$ cat src/rtl/pdseq_pkg.sv
package pdseq_pkg;
  typedef enum logic [1:0] {
    IDLE_PD    = 2'd0,
    WAIT_EDGE  = 2'd1,
    INIT_COUNT = 2'd2,
    RUN        = 2'd3
  } seq_state_e;

  typedef struct packed {
    logic cntClear;
    logic cntLoadOne;
    logic cntInc;
  } cnt_strobe_t;
endpackage

$ cat src/rtl/pdseq_ctrl.sv
module pdseq_ctrl
  import pdseq_pkg::*;
(
  input  logic        mclk,
  input  logic        pdnN,
  input  logic        lrckRise,
  input  logic        lrckFall,
  input  logic        masterMode,
  input  logic        i2sFormat,
  input  logic        cntLast,
  output cnt_strobe_t strb,
  output logic        filtReset,
  output logic        forceZero,
  output logic        dataReady
);
  logic       pdnMeta, pdnSync;
  logic       startEdge;
  seq_state_e state, stateNext;

  // two-flop synchronizer: assertion is asynchronous, release is synchronized
  always_ff @(posedge mclk or negedge pdnN) begin
    if (!pdnN) begin
      pdnMeta <= 1'b0;
      pdnSync <= 1'b0;
    end else begin
      pdnMeta <= 1'b1;
      pdnSync <= pdnMeta;
    end
  end

  assign startEdge = i2sFormat ? lrckFall : lrckRise;

  always_comb begin
    stateNext = state;
    strb      = '0;
    unique case (state)
      IDLE_PD: begin
        if (pdnSync) begin
          if (masterMode) begin
            stateNext     = INIT_COUNT;
            strb.cntClear = 1'b1;
          end else begin
            stateNext = WAIT_EDGE;
          end
        end
      end
      WAIT_EDGE: begin
        if (startEdge) begin
          stateNext       = INIT_COUNT;
          strb.cntLoadOne = 1'b1;
        end
      end
      INIT_COUNT: begin
        if (startEdge) begin
          if (cntLast) stateNext = RUN;
          else         strb.cntInc = 1'b1;
        end
      end
      RUN: stateNext = RUN;
      default: stateNext = IDLE_PD;
    endcase
    if (!pdnSync) stateNext = IDLE_PD;
  end

  always_ff @(posedge mclk or negedge pdnN) begin
    if (!pdnN) state <= IDLE_PD;
    else       state <= stateNext;
  end

  assign filtReset = (state == IDLE_PD) || (state == WAIT_EDGE);
  assign dataReady = (state == RUN) && pdnN;
  assign forceZero = !dataReady;
endmodule

$ cat src/rtl/pdseq_datapath.sv
module pdseq_datapath
  import pdseq_pkg::*;
#(
  parameter int SLAVE_CYCLES  = 4132,
  parameter int MASTER_CYCLES = 4129,
  parameter int DATA_W        = 24
) (
  input  logic              mclk,
  input  logic              pdnN,
  input  cnt_strobe_t       strb,
  input  logic              masterMode,
  input  logic              forceZero,
  input  logic [DATA_W-1:0] sampleL,
  input  logic [DATA_W-1:0] sampleR,
  output logic              cntLast,
  output logic [DATA_W-1:0] outL,
  output logic [DATA_W-1:0] outR
);
  localparam int MAX_CYCLES = (SLAVE_CYCLES > MASTER_CYCLES) ? SLAVE_CYCLES : MASTER_CYCLES;
  localparam int CNT_W      = $clog2(MAX_CYCLES + 1);
  localparam logic [CNT_W-1:0] SLAVE_LAST  = CNT_W'(SLAVE_CYCLES - 1);
  localparam logic [CNT_W-1:0] MASTER_LAST = CNT_W'(MASTER_CYCLES - 1);

  logic [CNT_W-1:0] frameCnt;

  always_ff @(posedge mclk or negedge pdnN) begin
    if (!pdnN)                frameCnt <= '0;
    else if (strb.cntClear)   frameCnt <= '0;
    else if (strb.cntLoadOne) frameCnt <= CNT_W'(1);
    else if (strb.cntInc)     frameCnt <= frameCnt + CNT_W'(1);
  end

  assign cntLast = (frameCnt == (masterMode ? MASTER_LAST : SLAVE_LAST));

  logic [1:0][DATA_W-1:0] chanIn, chanOut;
  assign chanIn = {sampleR, sampleL};

  for (genvar ch = 0; ch < 2; ch++) begin : g_chan
    assign chanOut[ch] = forceZero ? '0 : chanIn[ch];
  end

  assign outL = chanOut[0];
  assign outR = chanOut[1];
endmodule

$ cat src/rtl/pdseq_top.sv
module pdseq_top
  import pdseq_pkg::*;
#(
  parameter int SLAVE_CYCLES  = 4132,
  parameter int MASTER_CYCLES = 4129,
  parameter int DATA_W        = 24
) (
  input  logic              mclk,
  input  logic              pdnN,
  input  logic              lrckRise,
  input  logic              lrckFall,
  input  logic              masterMode,
  input  logic              i2sFormat,
  input  logic [DATA_W-1:0] sampleL,
  input  logic [DATA_W-1:0] sampleR,
  output logic              filtReset,
  output logic              forceZero,
  output logic              dataReady,
  output logic [DATA_W-1:0] outL,
  output logic [DATA_W-1:0] outR
);
  cnt_strobe_t strb;
  logic        cntLast;

  pdseq_ctrl u_ctrl (
    .mclk(mclk), .pdnN(pdnN), .lrckRise(lrckRise), .lrckFall(lrckFall),
    .masterMode(masterMode), .i2sFormat(i2sFormat), .cntLast(cntLast),
    .strb(strb), .filtReset(filtReset), .forceZero(forceZero), .dataReady(dataReady)
  );

  pdseq_datapath #(
    .SLAVE_CYCLES(SLAVE_CYCLES), .MASTER_CYCLES(MASTER_CYCLES), .DATA_W(DATA_W)
  ) u_dp (
    .mclk(mclk), .pdnN(pdnN), .strb(strb), .masterMode(masterMode),
    .forceZero(forceZero), .sampleL(sampleL), .sampleR(sampleR),
    .cntLast(cntLast), .outL(outL), .outR(outR)
  );
endmodule

$ cat config.mk
export PLATFORM = sky130hd
export DESIGN_NAME = pdseq_top
export DESIGN_NICKNAME = d
export VERILOG_FILES = /design/src/rtl/pdseq_pkg.sv /design/src/rtl/pdseq_ctrl.sv /design/src/rtl/pdseq_datapath.sv /design/src/rtl/pdseq_top.sv
export SDC_FILE = /design/constraint.sdc
export NUM_CORES = 1
export LEC_CHECK = 0
export CAP_MARGIN = 20
export CORE_MARGIN = 2
export CORE_UTILIZATION = 55
export CTS_BUF_LIST = sky130_fd_sc_hd__clkbuf_4
export CTS_CLUSTER_SIZE = 24
export DETAILED_ROUTE_END_ITERATION = 8
export DONT_BUFFER_PORTS = 1
export GPL_TIMING_DRIVEN = 0
export PLACE_DENSITY = 0.7
export REMOVE_ABC_BUFFERS = 1
export SLEW_MARGIN = 25
export SYNTH_ARGS = -nofsm -noshare
export SYNTH_HDL_FRONTEND = slang
export SYNTH_HIERARCHICAL = 1
export SYNTH_SLANG_ARGS = --single-unit
export TNS_END_PERCENT = 20
$ cat constraint.sdc
create_clock -name mclk -period 3.1 [get_ports mclk]
set_input_delay 0.155 -clock mclk [delete_from_list [all_inputs] [get_ports mclk]]
set_output_delay 0.155 -clock mclk [all_outputs]
set_load 0.005 [all_outputs]
# Yosys cells after proc, flatten, opt, wreduce, memory -nomap -nowiden
# Cells that the tools add are included.
# W data, S select, Z words.
classes:
  n_addsub: 1
  eq_ne: 7
  muxes: 21
  n_reduce_logical: 6
ops:
  columns: ["operator", "count"]
  rows:
  - ["$mux W24", 2]
  - ["$mux W13", 3]
  - ["$add A13 B1 Y13 const B", 1]
  - ["$eq A13 B13 Y1", 1]
  - ["$mux W2", 6]
  - ["$mux W1", 9]
  - ["$ne A3 B3 Y1 const B", 3]
  - ["$pmux W2 S4", 1]
  - ["$eq A2 B2 Y1 const B", 2]
  - ["$reduce_and A3 Y1", 1]
  - ["$reduce_bool A3 Y1", 1]
  - ["$eq A2 B1 Y1 const B", 1]
  - ["$logic_not A2 Y1", 1]
  - ["$logic_and A1 B1 Y1", 1]
  - ["$logic_not A1 Y1", 1]
  - ["$logic_or A1 B1 Y1", 1]
totals:
  regBits: 17
  wordCells: 39

# Depth between registers and ports, before layout
depth:
  word_depth: 8
  mapped_depth: 7
  mapped_depth_nobuf: 7

# Modules after synthesis
# The synthesis kept the hierarchy.
modules_own_cells:
  columns: ["mod", "n_inst", "cells_per_inst", "area_each_um2"]
  rows:
  - ["pdseq_datapath", 1, 128, 1023.5]
  - ["pdseq_ctrl", 1, 21, 198.9]

# Least setup slack after synthesis
# No wires, ideal clock.
synth_timing:
  path_kind: "register to register"
  startpoint: "register u_dp.frameCnt[5]"
  endpoint: "register u_dp.frameCnt[10]"
  setup_ns: 0.078
  arrival_ns: 2.330
  t_required_ns: 3.022
  setup_slack_ns: 0.693
  path_stages_with_launch: 8
  n_path_buf: 0
  path_cell_list: "dfrtp_1 > nor4b_1 > nand4_1 > a21oi_1 > nor4_1 > nand4_2 > or4_1 > a21oi_1"
synth_lines:
  columns: ["item", "line_no", "text"]
  rows:
  - ["from (decl)", "pdseq_datapath.sv:24", "logic [CNT_W-1:0] frameCnt;"]
  - ["from (signal assigned)", "pdseq_datapath.sv:30", "else if (strb.cntInc) frameCnt <= frameCnt + CNT_W'(1);"]

==> key figures <==
Global route
  • Global-route wire length before repair: 4460 um
  • Routing usage on met3: 0.155
  • Initial antenna violation count: 7
  • Vias in the first global route: 937
  • Grt total ovfl: 0
  • M1 GR Usage: 0.287
  • Grt peak-use layer: met2
  • Grt met2 use: 0.342
  • Total Routing Usage GR: 0.235
  • Largest net degree at the start of global routing: 51

STA
  • Fin crit period: 2.77 ns
  • Actual slew at the worst max-slew pin: 1.02 ns
  • Max-slew violation count: 0
  • Fin crit share: 0.893
  • Setup TNS: 0 ns
  • Hold Violations, Final: 0
  • Max Freq: 361 MHz
  • RSZ-0062 raised after global routing: false
  • Worst Skew: 0.00373 ns
  • Normalized max-slew margin: 0.314
  • Final worst setup slack: 0.331 ns
  • # setup viols final: 0

Run
  • Max-cap violation count: 0

Floorplanning
  • Core box area: 0.00215 mm2
  • Initial core utilization: 0.569
  • Die Height: 51.1 um
  • Full die area: 0.00262 mm2
  • DIE WIDTH: 51.1 um
  • Boundary pin count: 105
  • Number of placement rows: 17

Placed design
  • Post-DP HPWL: 2510 um
  • Placer congestion estimate: 0.805
  • IO Port Bufs: 0
  • Pre-CTS setup slack: 0.379 ns

Detailed routing
  • First-pass DRT Iterations: 4
  • DR WL/cell: 16.9 um
  • Iter 0 DRT Violations: 21
  • Antenna Nets Post-Route: 0
  • Post-route DRC: 0
  • Drt total wl: 3060 um
  • Via count: 1044
  • Via density: 5.77

Yosys
  • FF+latch count, synth: 17
  • Synth top area cells: dfrtp_1, nor2b_1, mux2i_1
  • Post-synthesis cell type count: 31
  • Synthesized area: 0.00122 mm2
  • Synth warn: 6
  • Cells after synthesis: 149
  • Sequential share of the synthesized area: 0.348
  • Top cell type's share of synthesized area: 0.348
  • Syn avg cell area: 8.20 um2
  • Area leader, netlist: dfrtp_1

Power and ir drop
  • Gate power share: 0.186
  • Internal power: 0.000338 W
  • Peak supply drop: 0.277 mV
  • Leak: 0.488 nW
  • Switching Share: 0.296
  • Sw Pwr: 0.000142 W
  • Pwr Density: 372 mW/mm2
  • Clock power share: 0.259
  • Sequential power share: 0.555

Worst setup path
  • Crit Path Class: reg2reg
  • CP startpoint: u_dp/frameCnt[5]
  • CP Launch Type: flip-flop
  • CP endpoint kind: flip-flop
  • Worst EP arrival: 2.98 ns
  • Worst Path Required: 3.32 ns
  • CP max FO: 8
  • Worst Reg2Reg Path Length in Cells: 7
  • RR Startpoint: u_dp/frameCnt[5]

Clock tree
  • CTS buffer count: 3
  • Clk sinks: 17
  • Max clock buf depth: 2
  • Skew-Pair Late Insertion Delay: 0.28 ns
  • H-tree levels: 1
  • Setup Buffers After CTS: 0
  • Root Driver: clkbuf_4
  • CTS resizes: 0
  • CTS clk-pin slew, worst paths: 0.09 ns
  • CTS tree: built

Cells and area
  • Filler Cell Count: 191
  • Most common cell after layout, fill and taps aside: nor2b_1
  • Layout Area Growth over Synthesis: 5.53%
  • Layout cells sized above 1: 0.0680
  • Highest-count cells in the layout ignoring fill and taps: nor2b_1, dfrtp_1, nand2_1
  • Storage cell area: 425 um2
  • Multi-input gate area: 752 um2
  • Final #Nets: 203

Hold path
  • HP Start: masterMode
  • Min-delay worst type: in2reg
  • Hold Path Stages: 2

Status
  • Status: finished clean
[layout make-up]
type	count	share of cell area
antenna	6	0.0116
sequential	17	0.330
timing repair buffer	1	0.00776
clock buffer	4	0.0233
inverter	6	0.0175
multi-input combinational	119	0.583
tap	28	0.0272
[cell usage after synthesis (all sizes together)]
| library cell | instances |
|---|---|
| nor4 | 5 |
| or3 | 5 |
| and2 | 1 |
| or2 | 1 |
| nor2 | 8 |
| xnor2 | 2 |
| a21oi | 7 |
| nor3 | 2 |
| clkbuf | 7 |
| o21ai | 2 |
| nand2 | 11 |
| dfrtp | 17 |
| conb | 1 |
| o31ai | 3 |
| a311oi | 1 |
| nor3b | 1 |
| nor4b | 1 |
| nor2b | 48 |
| nand3 | 2 |
| inv | 6 |
| nand4 | 4 |
| a31oi | 1 |
| or4 | 3 |
| mux2i | 5 |
| nand3b | 2 |
| ha | 1 |
| xor2 | 2 |
[routing by layer]
layer	wire length, um	up-vias
li1	-	504
met3	541	4
met2	1330	65
met5	11	-
met1	1160	469
met4	16	2
[sequential cells by signal, indices dropped and copies added (netlist names)]
name and count:
u_ctrl/state 2, u_ctrl/pdnMeta 1, u_dp/frameCnt 13, u_ctrl/pdnSync 1
[power groups by stage]
| stage | Clock [W] | Sequential, W | Combinational (W) |
|---|---|---|---|
| floorplan | 0 | 0.000265 | 0.0000711 |
| global placement | 0 | 0.000268 | 0.0000793 |
| detailed placement | 0 | 0.000270 | 0.0000857 |
| CTS | 0.000130 | 0.000266 | 0.0000910 |
| global route | 0.000137 | 0.000270 | 0.000102 |
| finish | 0.000124 | 0.000266 | 0.0000892 |
[worst max-delay path, stage by stage (launching register included)]
cell and delay, ns:
dfrtp_1 0.44, nor4b_1 0.18, nand4_1 0.10, a21oi_1 0.06
nor4_1 0.84, nand4_2 0.34, or4_1 0.58, a21oi_1 0.16
[logic make-up after synthesis]
kind of cell / Yosys count / share of synthesized area
AO/OA/AOI/OAI: 14 / 0.0676
XOR/XNOR: 4 / 0.0287
adder cells (fa/ha/maj): 1 / 0.0102
buffers and inverters: 13 / 0.0409
flip-flops: 17 / 0.348
multiplexers: 5 / 0.0409
other: 1 / 0.00307
AND/OR/NAND/NOR: 94 / 0.461
[path summary, 6_finish.rpt]
kind                       slack [ns]                end
max in group asynchronous        2.25   u_dp/frameCnt[1]
max reg2reg                      0.33  u_dp/frameCnt[10]
min reg2reg                      0.36     u_ctrl/pdnSync
min in group asynchronous        0.38  u_dp/frameCnt[10]
max                              0.33  u_dp/frameCnt[10]
min                               0.1    u_ctrl/state[1]
[through the flow]
step | instance area [um2] | power [W] | hold WS (ns) | util | instances
floorplan | 1190 | 0.000336 | -0.141 | - | 142
global placement | 1230 | 0.000348 | -0.140 | 0.573 | 170
detailed placement | 1230 | 0.000356 | -0.140 | 0.575 | 170
CTS | 1270 | 0.000487 | 0.0899 | 0.593 | 175
global route | 1290 | 0.000510 | 0.111 | 0.599 | 180
finish | 1290 | 0.000479 | 0.0996 | 0.600 | 181
[what timing repair did]
action,CTS,global route
hold endpoints to repair,17,0
hold buffers,1,0
setup endpoints to repair,0,0
Note: power is estimated with default switching activity, not from simulation.
